### config.mk
export PLATFORM = sky130hd
export DESIGN_NAME = debruijn_gen
export DESIGN_NICKNAME = d
export VERILOG_FILES = /design/src/rtl/dbj_pkg.sv /design/src/rtl/dbj_step_ctrl.sv /design/src/rtl/dbj_feedback.sv /design/src/rtl/dbj_shift_reg.sv /design/src/rtl/debruijn_gen.sv
export SDC_FILE = /design/constraint.sdc
export NUM_CORES = 1
export LEC_CHECK = 0
export BUFFER_PORTS_ARGS = -buffer_cell sky130_fd_sc_hd__clkbuf_2
export CORE_AREA = 3 3 40 42
export DETAILED_ROUTE_END_ITERATION = 10
export DIE_AREA = 0 0 43 45
export GPL_ROUTABILITY_DRIVEN = 1
export GPL_TIMING_DRIVEN = 0
export HOLD_SLACK_MARGIN = 0.02
export PLACE_DENSITY_LB_ADDON = 0.05
export RECOVER_POWER = 25
export SLEW_MARGIN = 20
export SYNTH_ARGS = -nofsm -noshare
export SYNTH_HDL_FRONTEND = slang
export SYNTH_SLANG_ARGS = --single-unit
### constraint.sdc
create_clock -name clk -period 1.15 [get_ports clk]
set_input_delay 0.115 -clock clk [delete_from_list [all_inputs] [get_ports clk]]
set_output_delay 0.115 -clock clk [all_outputs]
set_load 0.02 [all_outputs]
### src/rtl/dbj_pkg.sv
package dbj_pkg;

    typedef enum logic [1:0] {
        ACT_HOLD = 2'd0,
        ACT_LOAD = 2'd1,
        ACT_ADV  = 2'd2
    } act_e;

    typedef struct packed {
        logic load;
        logic adv;
    } step_req_t;

    // Maximal tap sets as bit masks (bit index = stage number - 1).
    function automatic logic [15:0] tap_mask(input int width);
        case (width)
            4:       return 16'h000C;   // stages 4,3
            8:       return 16'h00B8;   // stages 8,6,5,4
            16:      return 16'hB400;   // stages 16,14,13,11
            default: return 16'h0000;
        endcase
    endfunction

    function automatic act_e pick_action(input step_req_t req);
        if (req.load)     return ACT_LOAD;
        else if (req.adv) return ACT_ADV;
        else              return ACT_HOLD;
    endfunction

endpackage

### src/rtl/dbj_step_ctrl.sv
module dbj_step_ctrl
    import dbj_pkg::*;
(
    input  logic seed_load,
    input  logic adv_en,
    output act_e act
);
    step_req_t req;

    always_comb begin
        req.load = seed_load;
        req.adv  = adv_en;
        act      = pick_action(req);
    end
endmodule

### src/rtl/dbj_feedback.sv
module dbj_feedback
    import dbj_pkg::*;
#(
    parameter int N = 8
) (
    input  logic [N-1:0] cur,
    output logic         fb_bit
);
    localparam logic [N-1:0] TAPS = N'(tap_mask(N));
    localparam int           LOWW = N - 1;

    logic lin_bit;
    logic low_zero;

    // Linear part: parity of the tapped stages.
    assign lin_bit = ^(cur & TAPS);

    // Splice term: flat reduction so synthesis can build a balanced tree.
    generate
        if (LOWW >= 1) begin : g_nor
            assign low_zero = ~|cur[LOWW-1:0];
        end else begin : g_nor_one
            assign low_zero = 1'b1;
        end
    endgenerate

    assign fb_bit = lin_bit ^ low_zero;
endmodule

### src/rtl/dbj_shift_reg.sv
module dbj_shift_reg
    import dbj_pkg::*;
#(
    parameter int N = 8
) (
    input  logic         clk,
    input  logic         rst,
    input  act_e         act,
    input  logic [N-1:0] seed,
    input  logic         fb_bit,
    output logic [N-1:0] q
);
    logic [N-1:0] nxt;

    always_comb begin
        unique case (act)
            ACT_LOAD: nxt = seed;
            ACT_ADV:  nxt = {q[N-2:0], fb_bit};
            default:  nxt = q;
        endcase
    end

    always_ff @(posedge clk) begin
        if (rst) q <= '0;
        else     q <= nxt;
    end
endmodule

### src/rtl/debruijn_gen.sv
module debruijn_gen
    import dbj_pkg::*;
#(
    parameter int N = 8
) (
    input  logic         clk,
    input  logic         rst,
    input  logic         seed_load,
    input  logic [N-1:0] seed_val,
    input  logic         adv_en,
    output logic [N-1:0] state_q,
    output logic         ser_out
);
    act_e act;
    logic fb_bit;

    dbj_step_ctrl u_ctrl (
        .seed_load (seed_load),
        .adv_en    (adv_en),
        .act       (act)
    );

    dbj_feedback #(.N(N)) u_fb (
        .cur    (state_q),
        .fb_bit (fb_bit)
    );

    dbj_shift_reg #(.N(N)) u_reg (
        .clk    (clk),
        .rst    (rst),
        .act    (act),
        .seed   (seed_val),
        .fb_bit (fb_bit),
        .q      (state_q)
    );

    assign ser_out = state_q[N-1];
endmodule

== After elaboration in Yosys (flattened, before gate mapping) ==
Cells that the tools add are included.
Storage, ports and cells
  register bits: 8
  bits in latches: 0
  bits in writable memories: 0
  bits in read-only memories: 0
  input bits: 12
  output and inout port bits: 9
  memories kept: 0
Operators by class
  add/sub/neg operators: 0
  multiply operators: 0
  div/mod/pow operators: 0
  order comparisons: 0
  eq/ne operators: 2
  shift-type cells: 0
  mux-type cells: 3
  bitwise gates (word level): 1
  reduce and logical (&&, ||, !) cells: 4
Operators with widths (number)
  8-bit case mux with 2 select lines: 1
  8-bit parity: 1
  7-bit OR reduction: 1
  2-bit 2-to-1 mux: 2
  2-bit by 1-bit == test with 1-bit output (second input constant): 1
  2-bit == test (second input constant): 1
  2-bit nonzero test: 1
  1-bit zero test: 1
  1-bit XOR: 1

== Logic depth before layout (Yosys ltp) ==
Gate-level depths: netlist of the first run.
  depth after elaboration: 4
  mapped depth: 5

== Modules after synthesis ==
From an unflattened synthesis of the first run, not the netlist that was laid out.
Second synthesis, totals
  cell total of the unflattened synthesis: 48
  area, all modules: 484.2 um^2
By module, submodules not included
  dbj_shift_reg: times used 1, cells each 37, area each 389.1 um^2, sequential area each 160.2 um^2
  dbj_feedback: times used 1, cells each 8, area each 66.3 um^2, sequential area each 0.0 um^2
  dbj_step_ctrl: times used 1, cells each 2, area each 21.3 um^2, sequential area each 0.0 um^2
  debruijn_gen: times used 1, cells each 1, area each 7.5 um^2, sequential area each 0.0 um^2

== Worst setup path before layout of the first run ==
OpenSTA, ideal clock, no wires.
  kind: flip-flop to flip-flop
  start point: reg u_reg.q[4]
  end point: reg u_reg.q[0]
  arrival time: 1278 ps
  required time: 1071 ps
  setup slack: -208 ps
  cell stages (with the launch flop): 6
  buffers on the path: 0
  period minus slack after synthesis: 1358 ps
  path through: dfxtp_1 inv_1 ha_1 xnor2_1 xnor2_1 a211oi_2
On the way
  cells in the longest elaborated chain, start to end: 4
RTL lines
  from (decl): RTL line dbj_shift_reg.sv:11  | output logic [N-1:0] q
  from (signal assigned): RTL line dbj_shift_reg.sv:25  | else q <= nxt;
  7-bit OR reduction: RTL line dbj_feedback.sv:21  | assign low_zero = ~|cur[LOWW-1:0];
  1-bit zero test: RTL line dbj_feedback.sv:21
  1-bit XOR (*): RTL line dbj_feedback.sv:27  | assign fb_bit = lin_bit ^ low_zero;
  8-bit case mux with 2 select lines (*): RTL line dbj_shift_reg.sv:16  | unique case (act)
Mark *: on every way between the ends. The rest lies on a longest branch, timed or not.
A chain may end at the register's enable or synchronous reset.

== Final worst setup path of the first run ==
Ends and elaborated chain as after synthesis.

==> results by group, run 1 <==
Synthesis
  • Syn Area/Cell: 8.11 um2
  • Sequential share of the synthesized area: 36.6%
  • Yosys reg bits: 8
  • Net Count, Synth: 67
  • Unique masters post-synth: 13
  • Ys Warns: 0
  • Gate Count Post-Synth: 54
  • Post-synthesis cell area: 438 um2

Layout
  • Most flop-heavy register: u_reg.q
  • Number of flip-flops in the largest register: 8
  • Largest regs: u_reg.q (8)
  • Nets: 90
  • Core Util, Final: 47.6%
  • Multi-input logic area: 268 um2
  • Layout area overhead: 39.7%
  • Final std cells w/o fill: 91
  • Fin area: 612 um2
  • Fillers: 143
  • Ant. Diodes: 0
  • Reg area: 168 um2
  • Share of layout cells above drive strength 1: 44.7%

Status
  • Status: complete, but fails checks
  • Violated checks: setup timing

CTS
  • Hold Buf Count CTS: 0
  • Clock insertion delay at the later pin of the skew report: 260 ps
  • H-Tree Level Count: 1
  • Clock transition at path regs: 60 ps
  • CTS root buffer: clkbuf_4
  • CTS Sinks: 8
  • Num CTS Buffers: 3
  • CTS tree: done
  • Clock Path Buffers: 2

Worst setup path
  • Worst setup EP type: register
  • Crit path kind: register to register
  • CP max FO: 2
  • CP Launch Type: register
  • Worst Path Required: 1330 ps
  • Crit path arrival time: 1340 ps

Placed design
  • RePlAce Congestion: 0.652
  • Hpwl dp: 764 um
  • Placed Cells: 86
  • DP Area: 569 um2
  • Buffers added on ports: 17

Global routing
  • Antenna violations before repair: 0
  • First-pass GRT wire length: 1.65 mm
  • Vias in the first global route: 381
  • Pin count of the biggest net entering global routing: 11
  • Gr usage total: 11.8%
  • Gr ovfl total: 0

Routing
  • Post-DR vias/cell: 4.58
  • DR vias: 417
  • Total Wirelength: 1.00 mm
  • DRC Markers: 0
  • Post-route ant nets: 0
  • WL/cell: 11.0 um
  • Initial DRC Count: 1
  • Pre-antenna DRT Iters: 2

STA
  • Slew headroom: 72.5%
  • Final Hold Vio Count: 0
  • Clock Skew: 4.55 ps
  • Worst Max-Slew Pin Slew: 412 ps
  • Slew Viols, Final: 0
  • RSZ-0062 raised after global routing: true
  • Setup ws final: -15.7 ps
  • # setup viols final: 1
  • Min cycle time layout: 1170 ps
  • Final worst path period share: 101%
  • FMAX: 858 MHz

Run
  • Max cap viols: 0

Floorplan
  • Initial Util: 34.1%
  • Total die area: 0.00194 mm2
  • Core footprint: 0.00128 mm2
  • # rows: 13
  • DIE HEIGHT: 45 um
  • I/O pin cnt: 21
  • Die W: 43 um

Pwr
  • PwrDens: 1210 mW/mm2
  • Max IR drop VDD: 605 uV
  • Leak: 0.289 nW
  • Total power: 0.740 mW

Worst hold path
  • Hold crit path type: primary input to register
final cells by class:
type                            count  share of cell area [%]
Buffer                              5                    4.70
Clock buffer                        4                    4.29
Inverter                            2                    1.64
Multi-Input combinational cell     39                    43.8
Sequential cell                     8                    27.4
Tap cell                           15                    3.07
Timing Repair Buffer               18                    15.1
report_power, final:
group	total, mW	switching (mW)	internal [mW]
registers	0.316	0.0218	0.294
clock network	0.236	0.103	0.133
logic	0.187	0.0971	0.0904
layout by cell type (no fill, tap or decap):
| cell type | Yosys | layout |
|---|---|---|
| clkbuf_2 | 0 | 17 |
| nor2_1 | 16 | 16 |
| a21oi_1 | 10 | 10 |
| mux2i_1 | 7 | 7 |
| dfxtp_1 | 8 | 6 |
| buf_4 | 2 | 3 |
| clkbuf_4 | 0 | 3 |
| buf_2 | 2 | 2 |
| dfxtp_4 | 0 | 2 |
| inv_4 | 0 | 1 |
| inv_2 | 0 | 1 |
| buf_1 | 1 | 1 |
| nor3b_2 | 1 | 1 |
| nor4_2 | 0 | 1 |
| xnor2_2 | 0 | 1 |
| xnor2_1 | 2 | 1 |
| a211oi_2 | 1 | 1 |
| ha_4 | 0 | 1 |
| clkbuf_1 | 0 | 1 |
synthesized netlist by cell type:
cell type	count	area, um2
mux2i_1	7	70.1
ha_1	1	12.5
buf_4	2	15.0
nor4_1	1	6.26
nor3b_2	1	12.5
nor2_1	16	60.1
a211oi_2	1	12.5
xnor2_1	2	17.5
buf_1	1	3.75
inv_1	2	7.51
buf_2	2	10.0
a21oi_1	10	50.1
dfxtp_1	8	160
through the flow:
step                      setup WS [ps]  setup TNS [ps]  hold WS [ps]
after floorplan                   -16.2           -16.2           252
after global placement            -14.2           -14.2           339
after detailed placement          -23.0           -23.0           349
after CTS                         -24.3           -24.3          71.0
after global routing              -84.8           -84.8          84.6
final                             -15.7           -15.7          82.4
worst paths after layout:
path | startpoint | endpoint | cells past startpoint | slack [ps]
max | u_reg.q[4]$_SDFFE_PP0P_ | u_reg.q[0]$_SDFFE_PP0P_ | 5 | -20
min | seed_val[5] | u_reg.q[5]$_SDFFE_PP0P_ | 3 | 80
max reg2reg | u_reg.q[4]$_SDFFE_PP0P_ | u_reg.q[0]$_SDFFE_PP0P_ | 5 | -20
min reg2reg | u_reg.q[5]$_SDFFE_PP0P_ | u_reg.q[5]$_SDFFE_PP0P_ | 4 | 670
metal layers:
metal | GRT usage (%) | share of wire, % | vias up
li1 | - | - | 222
met1 | 15.3 | 47 | 179
met2 | 16.5 | 44 | 14
met3 | 3.19 | 8.1 | 2
met4 | 9.04 | 0.60 | 0
met5 | 0 | 0 | -
what timing repair did:
item / 4_1_cts / 5_1_grt
pin swaps: 2 / 4
gates cloned: 0 / 0
gates resized for setup: 2 / 1
setup buffers: 0 / 1
endpoints found under the setup margin: 1 / 1
critical path, cell delays in order, from the launching register on:
cell      delay, ps
dfxtp_4         340
inv_2            40
ha_4            230
xnor2_2         130
xnor2_1         140
a211oi_2        200
logic make-up after synthesis:
family	share of synthesized area [%]
AO/OA/AOI/OAI	14.3
XOR/XNOR	4.00
adder cells (fa/ha/maj)	2.86
buffers and inverters	8.28
flip-flops	36.6
multiplexers	16.0
AND/OR/NAND/NOR	18.0
Note: power is estimated with default switching activity, not from simulation.
==> run 2, diff against run 1 <==
--- a/config.mk
+++ b/config.mk
@@ -7,6 +7,7 @@
 export LEC_CHECK = 0
 export BUFFER_PORTS_ARGS = -buffer_cell sky130_fd_sc_hd__clkbuf_2
 export CORE_AREA = 3 3 40 42
+export CTS_BUF_LIST = sky130_fd_sc_hd__clkbuf_8
 export DETAILED_ROUTE_END_ITERATION = 10
 export DIE_AREA = 0 0 43 45
 export GPL_ROUTABILITY_DRIVEN = 1
==> results by group, run 2 (synthesized netlist as in run 1, its figures left out) <==
STA
  • Min cycle time layout: 1160 ps
  • RSZ-0062 raised after global routing: true
  • Worst Max-Slew Pin Slew: 390 ps
  • Slew headroom: 74.0%
  • Setup ws final: -13.2 ps
  • Final worst path period share: 101%
  • Final Hold Slack: 108 ps
  • Slew Viols, Final: 0
  • Final Hold Vio Count: 0
  • Clock Skew: 3.19 ps
  • # setup viols final: 1
  • FMAX: 860 MHz

Floorplan
  • # rows: 13
  • Die W: 43 um
  • DIE HEIGHT: 45 um
  • I/O pin cnt: 21
  • Core footprint: 0.00128 mm2
  • Total die area: 0.00194 mm2
  • Initial Util: 34.1%

Routing
  • Initial DRC Count: 6
  • DRC Markers: 0
  • Post-route ant nets: 0
  • Total Wirelength: 1.03 mm
  • DR vias: 425
  • Pre-antenna DRT Iters: 3
  • Post-DR vias/cell: 4.67
  • WL/cell: 11.3 um

Worst setup path
  • Top Family by Delay on Critical Path: flip-flops
  • R2R cell count: 5
  • Master of the slowest instance on the critical path: dfxtp_4
  • Buf+Inv Stages, Crit Path: 1
  • CP Launch Type: register
  • CP max FO: 2
  • Worst Path Required: 1300 ps
  • Worst setup EP type: register
  • Crit path kind: register to register
  • Crit path arrival time: 1310 ps
  • Crit path cell chain: inv_2 -> ha_4 -> xnor2_2 -> xnor2_1 -> a211oi_2
  • CP Launch Point: u_reg.q[4]$_SDFFE_PP0P_
  • Worst path max stage delay: 340 ps
  • Reg-to-Reg Start: u_reg.q[4]$_SDFFE_PP0P_
  • WP depth: 5

Placed design
  • Placed Cells: 86
  • Hpwl dp: 764 um
  • RePlAce Congestion: 0.652
  • Buffers added on ports: 17
  • Placement Setup Slack: -23.0 ps

Global routing
  • First-pass GRT wire length: 1.70 mm
  • Pin count of the biggest net entering global routing: 11
  • Gr usage total: 12.3%
  • Vias in the first global route: 395
  • Antenna violations before repair: 0
  • Gr ovfl total: 0

Layout
  • Ant. Diodes: 0
  • Core Util, Final: 50.2%
  • Layout area overhead: 47.4%
  • Largest regs: u_reg.q (8)
  • Commonest non-fill, non-tap cells in the layout: clkbuf_2 (17), nor2_1 (16), a21oi_1 (9)
  • Nets: 90
  • Most flop-heavy register: u_reg.q
  • Final std cells w/o fill: 91
  • Share of layout cells above drive strength 1: 48.7%
  • Number of flip-flops in the largest register: 8
  • Most common cell after layout, fill and taps aside: clkbuf_2

CTS
  • Clock insertion delay at the later pin of the skew report: 230 ps
  • Clock Path Buffers: 2
  • H-Tree Level Count: 1
  • Num CTS Buffers: 3
  • CTS Sinks: 8
  • Clock transition at path regs: 40 ps
  • Hold Buf Count CTS: 0
  • CTS tree: done
  • CTS root buffer: clkbuf_8

Status
  • Violated checks: setup timing
  • Status: complete, but fails checks

Pwr
  • Leak: 0.306 nW
  • Max IR drop VDD: 732 uV
  • PwrDens: 1350 mW/mm2

Run
  • Max cap viols: 0

Worst hold path
  • Hold Path Origin: seed_val[5]
  • Hold crit path type: primary input to register
  • Hold Path Depth: 3
run 2: cell types whose count changed in the layout (fill, tap and decap cells not counted):
cell / before / now
clkbuf_1: 1 / 0
inv_1: 0 / 1
clkbuf_4: 3 / 0
clkbuf_8: 0 / 3
nor4_4: 0 / 1
a21oi_2: 0 / 1
nor4_2: 1 / 0
dfxtp_1: 6 / 4
a21oi_1: 10 / 9
dfxtp_2: 0 / 2
run 2: through the flow:
stage          total power [mW]  setup TNS [ps]  cell area [um2]
3_5_place_dp              0.506           -23.0              569
5_1_grt                   0.931           -83.2              646
4_1_cts                   0.872           -18.4              624
2_1_floorplan             0.453           -16.2              465
6_report                  0.873           -13.2              646
3_3_place_gp              0.504           -14.2              569
run 2: timing repair:
item / CTS / global route
resized for setup: 4 / 3
endpoints found under the setup margin: 1 / 1
pin swaps: 1 / 6
setup buffers: 0 / 1
run 2: worst reg2reg max path: stages, from the launching register on:
cell      delay (ps)
dfxtp_4          340
inv_2             40
ha_4             230
xnor2_2          130
xnor2_1          140
a211oi_2         200
run 2: path summary, 6_finish.rpt:
check                                               end  slack, ps
worst max register to register  u_reg.q[0]$_SDFFE_PP0P_        -10
worst min-delay path            u_reg.q[5]$_SDFFE_PP0P_        110
worst min register to register  u_reg.q[5]$_SDFFE_PP0P_        670
worst max-delay path            u_reg.q[0]$_SDFFE_PP0P_        -10
run 2: metal layers:
| metal | global-route usage (%) | routed length, um | vias to the layer above |
|---|---|---|---|
| met5 | 0 | 0 | - |
| met2 | 17.4 | 423 | 17 |
| li1 | - | - | 224 |
| met3 | 4.38 | 78 | 5 |
| met4 | 9.04 | 28 | 0 |
| met1 | 15.3 | 495 | 179 |
run 2: final cells by class:
class	count	area, um2
plain buffers	5	28.8
repair buffers	18	92.6
flip-flops and latches	8	170
clock inverters	1	3.75
clock buffers	3	41.3
multi-input cells	39	280
inverters	2	10.0
well taps	15	18.8
fillers	139	639
run 2: report_power, final:
| group | total [mW] | internal, mW | switching (mW) | leakage, nW |
|---|---|---|---|---|
| logic | 0.197 | 0.0980 | 0.0995 | 0.211 |
| clock network | 0.353 | 0.232 | 0.121 | 0.0269 |
| registers | 0.323 | 0.297 | 0.0260 | 0.0680 |
| total | 0.873 | 0.627 | 0.247 | 0.306 |
==> run 3, diff against run 2 <==
--- a/config.mk
+++ b/config.mk
@@ -15,6 +15,7 @@
 export HOLD_SLACK_MARGIN = 0.02
 export PLACE_DENSITY_LB_ADDON = 0.05
 export RECOVER_POWER = 25
+export REMOVE_ABC_BUFFERS = 1
 export SLEW_MARGIN = 20
 export SYNTH_ARGS = -nofsm -noshare
 export SYNTH_HDL_FRONTEND = slang
==> results by group, run 3 (synthesized netlist as in run 1, its figures left out) <==
Worst setup path
  • R2R cell count: 5
  • Crit path arrival time: 1230 ps
  • RR Endpoint: u_reg.q[0]$_SDFFE_PP0P_
  • Worst setup EP type: register
  • Worst Path Required: 1260 ps
  • CP Launch Point: u_reg.q[5]$_SDFFE_PP0P_
  • Crit path kind: register to register
  • Worst path max stage delay: 330 ps
  • CP Launch Type: register
  • R2R Setup Slk: 30 ps
  • Critical Path Sink: u_reg.q[0]$_SDFFE_PP0P_
  • CP dominant cell by count: xnor2_1
  • Reg-to-Reg Start: u_reg.q[5]$_SDFFE_PP0P_
  • Crit path cell chain: inv_2 -> ha_4 -> xnor2_1 -> xnor2_1 -> a211oi_2
  • CP max FO: 2
  • Master of the slowest instance on the critical path: dfxtp_2

STA
  • Worst Max-Slew Pin Slew: 345 ps
  • Min cycle time layout: 1120 ps
  • # setup viols final: 0
  • FMAX: 892 MHz
  • Final worst path period share: 97.4%
  • Final Hold Vio Count: 0
  • Slew headroom: 77.0%
  • Clock Skew: 2.76 ps
  • RSZ-0062 raised after global routing: true
  • Final Hold Slack: 115 ps
  • Slew Viols, Final: 0

Floorplan
  • Initial Util: 34.1%
  • Core footprint: 0.00128 mm2
  • I/O pin cnt: 21
  • Total die area: 0.00194 mm2
  • Die W: 43 um
  • DIE HEIGHT: 45 um
  • # rows: 13

Layout
  • Multi-input logic area: 260 um2
  • Nets: 89
  • Largest regs: u_reg.q (8)
  • Layout area overhead: 38.3%
  • Most common cell after layout, fill and taps aside: clkbuf_2
  • Number of flip-flops in the largest register: 8
  • Most flop-heavy register: u_reg.q
  • Ant. Diodes: 0
  • Commonest non-fill, non-tap cells in the layout: clkbuf_2 (18), nor2_1 (16), a21oi_1 (10)
  • Reg area: 165 um2
  • Share of layout cells above drive strength 1: 43.2%
  • Fillers: 148
  • Final std cells w/o fill: 89

CTS
  • Clock Path Buffers: 2
  • Hold Buf Count CTS: 0
  • H-Tree Level Count: 1
  • CTS Sinks: 8
  • Clock transition at path regs: 40 ps
  • Clock insertion delay at the later pin of the skew report: 220 ps
  • CTS tree: done
  • Num CTS Buffers: 3
  • CTS root buffer: clkbuf_8

Pwr
  • PwrDens: 1370 mW/mm2
  • Leak: 0.284 nW
  • Max IR drop VDD: 652 uV

Global routing
  • Pin count of the biggest net entering global routing: 19
  • Gr ovfl total: 0
  • First-pass GRT wire length: 1.69 mm
  • Gr usage total: 11.9%
  • Antenna violations before repair: 0
  • Vias in the first global route: 381

Placed design
  • Buffers added on ports: 20
  • Hpwl dp: 690 um
  • Placed Cells: 84
  • RePlAce Congestion: 0.664

Routing
  • Pre-antenna DRT Iters: 2
  • WL/cell: 11.1 um
  • Post-DR vias/cell: 4.80
  • Post-route ant nets: 0
  • Initial DRC Count: 4
  • DR vias: 427
  • DRC Markers: 0
  • Total Wirelength: 985 um

Run
  • Max cap viols: 0

Status
  • Status: finished clean

Worst hold path
  • Hold crit path type: primary input to register
[run 3: layout make-up]
cell class	instances	share of cell area, %
Timing Repair Buffer	22	18.6
Clock buffer	3	6.82
Sequential cell	8	27.3
Tap cell	15	3.10
Multi-Input combinational cell	39	43.0
Inverter	2	1.24
[run 3: timing repair]
| action | CTS | global route |
|---|---|---|
| pin swaps | 4 | 2 |
| gates resized for setup | 4 | 3 |
| setup endpoints to repair | 1 | 1 |
| setup buffers | 2 | 0 |
[run 3: critical path, delay by kind of cell, from the launching register on]
kind / cells / cell delay, ps
xor+xnor: 2 / 320
flops: 1 / 330
compound gates: 1 / 80
buf+inv: 1 / 40
fa+ha+maj: 1 / 230
[run 3: per-stage QoR]
stage | TNS, ps | cell area (um2) | power (mW) | util, % | setup slack, ps
final | 0 | 606 | 0.828 | 47.1 | 29.4
after global routing | -42.1 | 606 | 0.879 | 47.1 | -42.1
after CTS | 0 | 599 | 0.842 | 46.6 | 25.8
after detailed placement | -113 | 528 | 0.489 | 41.1 | -113
after global placement | -105 | 528 | 0.487 | 41.1 | -105
after floorplan | -216 | 409 | 0.420 | - | -216
[run 3: how the worst min path moves through the flow]
stage / from / end / slack (ps) / depth (start not counted)
floorplan: rst / u_reg.q[1]$_SDFFE_PP0P_ / 190 / 1
global placement: seed_val[3] / u_reg.q[3]$_SDFFE_PP0P_ / 340 / 3
detailed placement: seed_val[6] / u_reg.q[6]$_SDFFE_PP0P_ / 350 / 3
CTS: seed_val[3] / u_reg.q[3]$_SDFFE_PP0P_ / 110 / 3
global route: seed_val[1] / u_reg.q[1]$_SDFFE_PP0P_ / 140 / 3
finish: seed_val[3] / u_reg.q[3]$_SDFFE_PP0P_ / 110 / 3
[run 3: per-layer routing]
metal | wire (um) | track usage [%]
met1 | 475 | 15.8
met2 | 436 | 16.8
met3 | 69 | 2.39
met4 | 4 | 9.04
met5 | 0 | 0
[run 3: power breakdown]
part | switching (mW) | leakage [nW] | internal [mW]
logic | 0.0958 | 0.195 | 0.0824
clock network | 0.104 | 0.0216 | 0.226
registers | 0.0203 | 0.0674 | 0.300
total | 0.220 | 0.284 | 0.608
